### config.mk
export PLATFORM = sky130hd
export DESIGN_NAME = dispctl_top
export DESIGN_NICKNAME = d
export VERILOG_FILES = /design/src/rtl/dispctl_pkg.sv /design/src/rtl/dispctl_ready.sv /design/src/rtl/dispctl_info.sv /design/src/rtl/dispctl_status.sv /design/src/rtl/dispctl_top.sv
export SDC_FILE = /design/constraint.sdc
export NUM_CORES = 1
export LEC_CHECK = 0
export CAP_MARGIN = 20
export CORE_MARGIN = 2
export CORE_UTILIZATION = 37
export DETAILED_ROUTE_END_ITERATION = 16
export GPL_ROUTABILITY_DRIVEN = 0
export HOLD_SLACK_MARGIN = 0.1
export PLACE_DENSITY = 0.91
export SETUP_SLACK_MARGIN = 0.4
export SLEW_MARGIN = 25
export SYNTH_ARGS = -nofsm -noshare
export SYNTH_HDL_FRONTEND = slang
export SYNTH_SLANG_ARGS = --single-unit
### constraint.sdc
create_clock -name clk -period 4.3 [get_ports clk]
set_clock_uncertainty 0.2 [all_clocks]
set_input_delay 0.645 -clock clk [delete_from_list [all_inputs] [get_ports clk]]
set_output_delay 0.645 -clock clk [all_outputs]
set_load 0.02 [all_outputs]
### src/rtl/dispctl_pkg.sv
// Shared constants for the display control port decoder.
// Assumes a 32-bit status word with fixed bit positions used by software.
package dispctl_pkg;
    localparam logic [1:0] BLT_IDLE  = 2'd0;
    localparam logic [1:0] BLT_WRITE = 2'd1;
    localparam logic [1:0] BLT_READ  = 2'd2;

    typedef enum logic [1:0] {
        DIR_OFF     = 2'd0,
        DIR_FIFO    = 2'd1,
        DIR_CPU2CMD = 2'd2,
        DIR_RB2CPU  = 2'd3
    } dma_dir_e;

    localparam logic [31:0] STAT_RESET = 32'h1480_2000;
    localparam logic [31:0] MODE_MASK  = 32'h007F_4000;
    localparam logic [31:0] LIVE_MASK  = 32'h1E00_0000;

    localparam int B_TEXDIS  = 15;
    localparam int B_DISPOFF = 23;
    localparam int B_IRQ     = 24;
    localparam int B_DREQ    = 25;
    localparam int B_IDLE    = 26;
    localparam int B_RTS     = 27;
    localparam int B_RTR     = 28;
    localparam int B_DIR     = 29;

    localparam logic [7:0] OP_SOFTRST = 8'h00;
    localparam logic [7:0] OP_FLUSH   = 8'h01;
    localparam logic [7:0] OP_IRQACK  = 8'h02;
    localparam logic [7:0] OP_DISP    = 8'h03;
    localparam logic [7:0] OP_DMADIR  = 8'h04;
    localparam logic [7:0] OP_MODE    = 8'h08;
    localparam logic [7:0] OP_TDALLOW = 8'h09;
endpackage

### src/rtl/dispctl_ready.sv
// Readiness flags and the direction-selected DMA request.
// Assumes blitter code 3 never occurs; if it does it acts like writing.
// All outputs are registered, one cycle behind their inputs.
module dispctl_ready
    import dispctl_pkg::*;
#(
    parameter int LVL_W = 6
) (
    input  logic             clk,
    input  logic             rst_n,
    input  logic [1:0]       blit_state,
    input  logic             cmd_busy,
    input  logic [LVL_W-1:0] fifo_level,
    input  logic [LVL_W-1:0] fifo_limit,
    input  logic [1:0]       dma_dir,
    output logic             idle_q,
    output logic             rts_q,
    output logic             rtr_q,
    output logic             dreq_q
);
    logic idle_d, rts_d, rtr_d, dreq_d;

    // Derive readiness from the blitter state and the FIFO level, then select the request source.
    always_comb begin
        rts_d  = (blit_state == BLT_READ);
        rtr_d  = (blit_state != BLT_READ) && (fifo_level < fifo_limit);
        idle_d = (blit_state == BLT_IDLE) && !cmd_busy;
        case (dma_dir_e'(dma_dir))
            DIR_FIFO, DIR_CPU2CMD: dreq_d = rtr_d;
            DIR_RB2CPU:            dreq_d = rts_d;
            default:               dreq_d = 1'b0;
        endcase
    end

    // Register the flags; the reset values match the idle reset state.
    always_ff @(posedge clk) begin
        if (!rst_n) begin
            idle_q <= 1'b1;
            rtr_q  <= 1'b1;
            rts_q  <= 1'b0;
            dreq_q <= 1'b0;
        end else begin
            idle_q <= idle_d;
            rtr_q  <= rtr_d;
            rts_q  <= rts_d;
            dreq_q <= dreq_d;
        end
    end

    a_r5_send_only_read: assert property (@(posedge clk) disable iff (!rst_n)
        (blit_state == BLT_READ) |=> (rts_q && !rtr_q));
    a_r5_no_send_else: assert property (@(posedge clk) disable iff (!rst_n)
        (blit_state != BLT_READ) |=> !rts_q);
    a_r6_off_no_req: assert property (@(posedge clk) disable iff (!rst_n)
        (dma_dir == 2'd0) |=> !dreq_q);
    a_r6_req_needs_ready: assert property (@(posedge clk) disable iff (!rst_n)
        dreq_q |-> (rts_q || rtr_q));
endmodule

### src/rtl/dispctl_info.sv
// Query readback latch: loads packed rendering state on info opcodes.
// Assumes the field widths fit in 32 bits when packed in pairs.
module dispctl_info #(
    parameter int TW_W   = 20,
    parameter int AREA_W = 10,
    parameter int OFS_W  = 11
) (
    input  logic              clk,
    input  logic              rst_n,
    input  logic              ctl_we,
    input  logic [31:0]       ctl_data,
    input  logic [TW_W-1:0]   tex_win,
    input  logic [AREA_W-1:0] area_left,
    input  logic [AREA_W-1:0] area_top,
    input  logic [AREA_W-1:0] area_right,
    input  logic [AREA_W-1:0] area_bottom,
    input  logic [OFS_W-1:0]  ofs_x,
    input  logic [OFS_W-1:0]  ofs_y,
    output logic [31:0]       rd_q
);
    localparam int PAIR_A = 2 * AREA_W;
    localparam int PAIR_O = 2 * OFS_W;

    logic        q_hit;
    logic [2:0]  item;
    logic [31:0] rd_d;
    logic        unused_bits;

    assign q_hit       = ctl_we && (ctl_data[31:28] == 4'h1);
    assign item        = ctl_data[2:0];
    assign unused_bits = ^ctl_data[27:3];

    // Select the packed value for the requested item, or hold.
    always_comb begin
        rd_d = rd_q;
        if (q_hit) begin
            case (item)
                3'd2: rd_d = 32'(tex_win);
                3'd3: rd_d = 32'({area_top, area_left});
                3'd4: rd_d = 32'({area_bottom, area_right});
                3'd5: rd_d = 32'({ofs_y, ofs_x});
                default: rd_d = rd_q;
            endcase
        end
    end

    // Hold the readback value between queries.
    always_ff @(posedge clk) begin
        if (!rst_n) rd_q <= '0;
        else        rd_q <= rd_d;
    end

    a_r8_keep_items: assert property (@(posedge clk) disable iff (!rst_n)
        (q_hit && (item inside {3'd0, 3'd1, 3'd6, 3'd7})) |=> $stable(rd_q));
    a_r10_nonquery_keep: assert property (@(posedge clk) disable iff (!rst_n)
        !q_hit |=> $stable(rd_q));
    a_r8_area_width: assert property (@(posedge clk) disable iff (!rst_n)
        (q_hit && item == 3'd3) |=> (rd_q[31:PAIR_A] == '0));
    a_r8_ofs_width: assert property (@(posedge clk) disable iff (!rst_n)
        (q_hit && item == 3'd5) |=> (rd_q[31:PAIR_O] == '0));
endmodule

### src/rtl/dispctl_status.sv
// Stored status fields and opcode decode with per-opcode side effects.
// Assumes the live bits 28:25 are supplied by the readiness stage.
module dispctl_status
    import dispctl_pkg::*;
(
    input  logic        clk,
    input  logic        rst_n,
    input  logic        ctl_we,
    input  logic [31:0] ctl_data,
    input  logic        irq_raise,
    input  logic        tdis_we,
    input  logic        tdis_val,
    input  logic        idle_q,
    input  logic        rts_q,
    input  logic        rtr_q,
    input  logic        dreq_q,
    output logic [31:0] status,
    output logic [1:0]  dma_dir,
    output logic        soft_rst_p,
    output logic        fifo_clr_p
);
    logic [31:0] st_q, st_d, mode_bits;
    logic        allow_q, allow_d;
    logic [7:0]  op;
    logic [23:0] prm;
    logic        unused_prm;

    assign op         = ctl_data[31:24];
    assign prm        = ctl_data[23:0];
    assign unused_prm = ^prm[23:8];

    // Scatter the display-mode argument onto its status positions.
    always_comb begin
        mode_bits        = '0;
        mode_bits[18:17] = prm[1:0];
        mode_bits[19]    = prm[2];
        mode_bits[20]    = prm[3];
        mode_bits[21]    = prm[4];
        mode_bits[22]    = prm[5];
        mode_bits[16]    = prm[6];
        mode_bits[14]    = prm[7];
    end

    // Apply side-band updates, then the control write; a write wins on conflict.
    always_comb begin
        st_d    = st_q;
        allow_d = allow_q;
        if (irq_raise) st_d[B_IRQ]    = 1'b1;
        if (tdis_we)   st_d[B_TEXDIS] = allow_q & tdis_val;
        if (ctl_we) begin
            case (op)
                OP_SOFTRST: st_d = STAT_RESET & ~LIVE_MASK;
                OP_IRQACK:  st_d[B_IRQ] = 1'b0;
                OP_DISP:    st_d[B_DISPOFF] = prm[0];
                OP_DMADIR:  st_d[B_DIR+1:B_DIR] = prm[1:0];
                OP_MODE:    st_d = (st_d & ~MODE_MASK) | mode_bits;
                OP_TDALLOW: allow_d = prm[0];
                default:    ;
            endcase
        end
    end

    // Stored fields, permission flag and the two command pulses.
    always_ff @(posedge clk) begin
        if (!rst_n) begin
            st_q       <= STAT_RESET & ~LIVE_MASK;
            allow_q    <= 1'b0;
            soft_rst_p <= 1'b0;
            fifo_clr_p <= 1'b0;
        end else begin
            st_q       <= st_d;
            allow_q    <= allow_d;
            soft_rst_p <= ctl_we && (op == OP_SOFTRST);
            fifo_clr_p <= ctl_we && (op == OP_FLUSH);
        end
    end

    // Merge the live readiness bits into the visible word.
    always_comb begin
        status         = st_q & ~LIVE_MASK;
        status[B_DREQ] = dreq_q;
        status[B_IDLE] = idle_q;
        status[B_RTS]  = rts_q;
        status[B_RTR]  = rtr_q;
    end
    assign dma_dir = st_q[B_DIR+1:B_DIR];

    a_r2_reload: assert property (@(posedge clk) disable iff (!rst_n)
        (ctl_we && op == OP_SOFTRST) |=> ((st_q & ~LIVE_MASK) == (STAT_RESET & ~LIVE_MASK)));
    a_r7_mask_only: assert property (@(posedge clk) disable iff (!rst_n)
        (ctl_we && op == OP_MODE && !irq_raise && !tdis_we)
        |=> ((st_q & ~MODE_MASK) == $past(st_q & ~MODE_MASK)));
    a_r4_ack_clears: assert property (@(posedge clk) disable iff (!rst_n)
        (ctl_we && op == OP_IRQACK) |=> !st_q[B_IRQ]);
    a_r9_gate: assert property (@(posedge clk) disable iff (!rst_n)
        (tdis_we && !allow_q && !(ctl_we && op == OP_SOFTRST)) |=> !st_q[B_TEXDIS]);
    a_r10_unknown_hold: assert property (@(posedge clk) disable iff (!rst_n)
        (ctl_we && (op inside {[8'h05:8'h07], [8'h0A:8'h0F], [8'h20:8'hFF]})
         && !irq_raise && !tdis_we) |=> $stable(st_q));
    a_r3_flush_hold: assert property (@(posedge clk) disable iff (!rst_n)
        (ctl_we && op == OP_FLUSH && !irq_raise && !tdis_we) |=> $stable(st_q));
endmodule

### src/rtl/dispctl_top.sv
// Control port decoder top: status word, DMA request, pulses and readback.
// Assumes single-cycle write strobes and synchronous inputs.
module dispctl_top #(
    parameter int LVL_W  = 6,
    parameter int TW_W   = 20,
    parameter int AREA_W = 10,
    parameter int OFS_W  = 11
) (
    input  logic              clk,
    input  logic              rst_n,
    input  logic              ctl_we,
    input  logic [31:0]       ctl_data,
    input  logic              irq_raise,
    input  logic              tdis_we,
    input  logic              tdis_val,
    input  logic [LVL_W-1:0]  fifo_level,
    input  logic [LVL_W-1:0]  fifo_limit,
    input  logic [1:0]        blit_state,
    input  logic              cmd_busy,
    input  logic [TW_W-1:0]   tex_win,
    input  logic [AREA_W-1:0] area_left,
    input  logic [AREA_W-1:0] area_top,
    input  logic [AREA_W-1:0] area_right,
    input  logic [AREA_W-1:0] area_bottom,
    input  logic [OFS_W-1:0]  ofs_x,
    input  logic [OFS_W-1:0]  ofs_y,
    output logic [31:0]       status,
    output logic              dma_req,
    output logic              soft_rst_p,
    output logic              fifo_clr_p,
    output logic [31:0]       rd_latch
);
    logic [1:0] dir;
    logic       idle_q, rts_q, rtr_q, dreq_q;

    dispctl_ready #(.LVL_W(LVL_W)) u_ready (
        .clk(clk), .rst_n(rst_n), .blit_state(blit_state), .cmd_busy(cmd_busy),
        .fifo_level(fifo_level), .fifo_limit(fifo_limit), .dma_dir(dir),
        .idle_q(idle_q), .rts_q(rts_q), .rtr_q(rtr_q), .dreq_q(dreq_q)
    );

    dispctl_status u_status (
        .clk(clk), .rst_n(rst_n), .ctl_we(ctl_we), .ctl_data(ctl_data),
        .irq_raise(irq_raise), .tdis_we(tdis_we), .tdis_val(tdis_val),
        .idle_q(idle_q), .rts_q(rts_q), .rtr_q(rtr_q), .dreq_q(dreq_q),
        .status(status), .dma_dir(dir), .soft_rst_p(soft_rst_p), .fifo_clr_p(fifo_clr_p)
    );

    dispctl_info #(.TW_W(TW_W), .AREA_W(AREA_W), .OFS_W(OFS_W)) u_info (
        .clk(clk), .rst_n(rst_n), .ctl_we(ctl_we), .ctl_data(ctl_data),
        .tex_win(tex_win), .area_left(area_left), .area_top(area_top),
        .area_right(area_right), .area_bottom(area_bottom),
        .ofs_x(ofs_x), .ofs_y(ofs_y), .rd_q(rd_latch)
    );

    assign dma_req = dreq_q;

    a_r6_req_mirrors_bit: assert property (@(posedge clk) disable iff (!rst_n)
        dma_req == status[25]);
    a_r2_pulse_single: assert property (@(posedge clk) disable iff (!rst_n)
        (soft_rst_p && !(ctl_we && ctl_data[31:24] == 8'h00)) |=> !soft_rst_p);
endmodule

==> results.md <==
* # resized after CTS at 0
* Port-buffer cells at ~180
* Max Transition Viols Final at 0
* Most frequent cell after synthesis: dfxtp_1
* Sinks on Clock Net at 57
* Mapped cell area at about 0.0027 mm²
* Total track usage at 20.7%
* Drt first pass iters at 4
* Pre-CTS WS at 1370 ps
* CTS tree: yes
* Worst Setup End Kind: flip-flop
* Syn. warnings at 0
* Final Hold Vio Count at 0
* Final wirelength at around 8400 µm
* Post-synth EDFFs at 0
* P per Cell Area at about 270 mW/mm²
* Worst-margin pin slew at approximately 950 ps
* Worst Path Arrival at between 2000 and 3000 ps
* Fin nets at roughly 600
* Combinational power share at about 18%
* Htree depth at 3
* Design Area, Final at between 0.004 and 0.005 mm²
* Sw power at approximately 290 µW
* Top post-synthesis cells by count: dfxtp_1 (57), a21oi_1 (33), a221oi_1 (20), a22o_1 (20), a22oi_1 (20)
* Ys async rst share at 0%
* Crit path largest cell delay at between 700 and 800 ps
* Rows at 30
* Initial antenna violation count at 0
* Crit path max-delay family: compound AO/OA/AOI/OAI gates
* Type of the worst min-delay path: reg2reg
* First-pass GRT wire length at ~13000 µm
* Largest family of logic cells by synthesized area: compound AO/OA/AOI/OAI gates
* Post-route DRC at 0
* RSZ-0062 raised after global routing: no
* Mean area per synthesized cell at about 9.2 µm²
* Wire length per cell at 15.2 µm
* Pwr Total at 1.23 mW
* Inst Count DP at 540
* Layout cell share with drive strength beyond 1 at 6.09%
* Fin util at 67.0%
* Register area share after synthesis at around 43%
* Adder-cell share of the synthesized area at 3.29%
* Final worst slack at between 1500 and 2000 ps
* Leading area contributor after synthesis: dfxtp_1
* Antenna cells at 0
* Initial detailed-routing violation count at 82
* Synth Flop Type: dfxtp_1
* Critical Path Slowest Stage Cell: a31oi_1
* Global route overflow at 0
* Int Pwr at roughly 940 µW
* Post-route ant nets at 0
* Req. time, crit path at around 4300 ps
* Post-synthesis cell count at slightly below 300
* Part of the power in registers at a little over two fifths
* Worst path bufs/invs at 2
* Clock share of power at 38.7%
* WHS at between 200 and 250 ps
* Status: completed
* Core Box Area at about 0.0069 mm²
* Die H at around 89 µm
* IO Pins at approximately 200
* Most area-consuming cells after synthesis: dfxtp_1 (43%), a221oi_1 (6.6%), a22o_1 (6.6%), a21oi_1 (6.2%), a22oi_1 (5.6%)
* Post-synth cell types at 36
* Dpl hpwl at 6570 µm
* Cell area after placement at between 0.004 and 0.005 mm²
* Skew-Pair Late Insertion Delay at between 300 and 400 ps
* Switching Fraction at 23.3%
* Simple-gate share of the synthesized area at 14.8%
* Vias in the first global route at roughly 2700
* Area added between synthesis and finish at 72.8%
* Worst Path Max Fanout at 16
* Slew margin rel. at about 36%
* Final Cycle Share at around three fifths
* Die Wd at approximately 89 µm
* Crit Path Category: in2reg
* XOR/XNOR share of the synthesized area at 0%
* Num CTS Buffers at 9
* Top cell type's share of synthesized area at a little over two fifths
* Vias after detailed routing at between 2000 and 3000
* Clk buf depth at 2
* Startpoint types: primary input
* Fin crit period at about 2600 ps
* P_leak at between 1.5 and 2 nW
* Root Driver: clkbuf_8
* Hold-fix buffers at CTS at 0
* Clock slew at reported path FFs at roughly 60 ps
* Fmax at between 300 and 400 MHz
* Finished Layout Cells at ~560
* Max Cap Viol at 0
* Max VDD drop at between 0.15 and 0.2 mV
* Multiplexer share of the synthesized area at about 1.2%
* Final setup vio count at 0
* #FFs+latches synth at 57
* Die area at between 0.007 and 0.008 mm²
* Post-CTS setup buffer count at 0
* Largest net degree at the start of global routing at 40
* Crit-path cells: clkdlybuf4s50_1 -> inv_1 -> a31oi_1 -> a21boi_0
* Fin Setup TNS at 0 ps
* Via-to-Cell Ratio at 5.05
* Effective utilization at floorplan at 38.8%
* Synth Area in Compound Gates at 28.0%
[flip-flops by register name, indices dropped and copies added (netlist names)]
signal and cells:
u_info.rd_q 22, u_ready.dreq_q 1, u_ready.idle_q 1, u_ready.rtr_q 1, u_ready.rts_q 1, u_status.allow_q 1, u_status.fifo_clr_p 1, u_status.soft_rst_p 1
u_status.st_q 28
[kinds of logic (layout without fill, tap and decap cells)]
family | count (synthesis) | count (layout)
adder cells (fa/ha/maj) | 7 | 7
other | 1 | 10
AO/OA/AOI/OAI | 104 | 104
AND/OR/NAND/NOR | 71 | 71
multiplexers | 3 | 3
buffers and inverters | 46 | 208
flip-flops | 57 | 57
[cell type report]
cell class              count  area, µm²
well taps                  96        120
fillers                   551       2270
clock buffers              10        138
flip-flops and latches     57       1140
repair buffers            183       1810
clock inverters             6       57.6
inverters                   9       33.8
multi-input cells         195       1300
[power by group through the flow]
| stage | combinational [mW] | sequential [mW] | clock (mW) |
|---|---|---|---|
| global route | 0.238 | 0.534 | 0.514 |
| global placement | 0.213 | 0.545 | 0 |
| CTS | 0.221 | 0.534 | 0.488 |
| finish | 0.221 | 0.534 | 0.477 |
| detailed placement | 0.220 | 0.545 | 0 |
| floorplan | 0.0899 | 0.548 | 0 |
[metal layers]
layer | wire, µm | track usage (%)
met4 | 40 | 7.02
met1 | 3260 | 22.5
met2 | 4470 | 38.5
met5 | 0 | 0
met3 | 662 | 5.78
[worst paths after layout]
path	to	cells past startpoint	start	slack, ps
worst max register to register	u_ready.dreq_q	4	u_status.st_q[29]	3090
worst min register to register	u_status.st_q[17]	2	u_status.st_q[17]	250
worst min-delay path	u_status.st_q[17]	2	u_status.st_q[17]	250
worst max-delay path	u_status.st_q[15]	4	rst_n	1710
[tightest hold or removal path: stages, from the launching register on]
cell and delay (ps):
dfxtp_1 300, nand2_1 50, a21oi_1 50
[layout by cell type (no fill, tap or decap), drive strengths merged, types with 2 or more instances in the layout]
cell / count
a21oi: 33
a221oi: 20
a22o: 20
a22oi: 20
and2: 16
buf: 8
clkbuf: 10
clkdlybuf4s50: 175
clkinv: 4
conb: 10
dfxtp: 57
ha: 7
inv: 9
mux2: 2
nand2: 14
nand2b: 4
nand3: 12
nand4: 4
nor2: 9
nor2b: 4
nor3: 2
o211ai: 2
o21ai: 2
o31ai: 2
(Power assumes the default switching activity.)
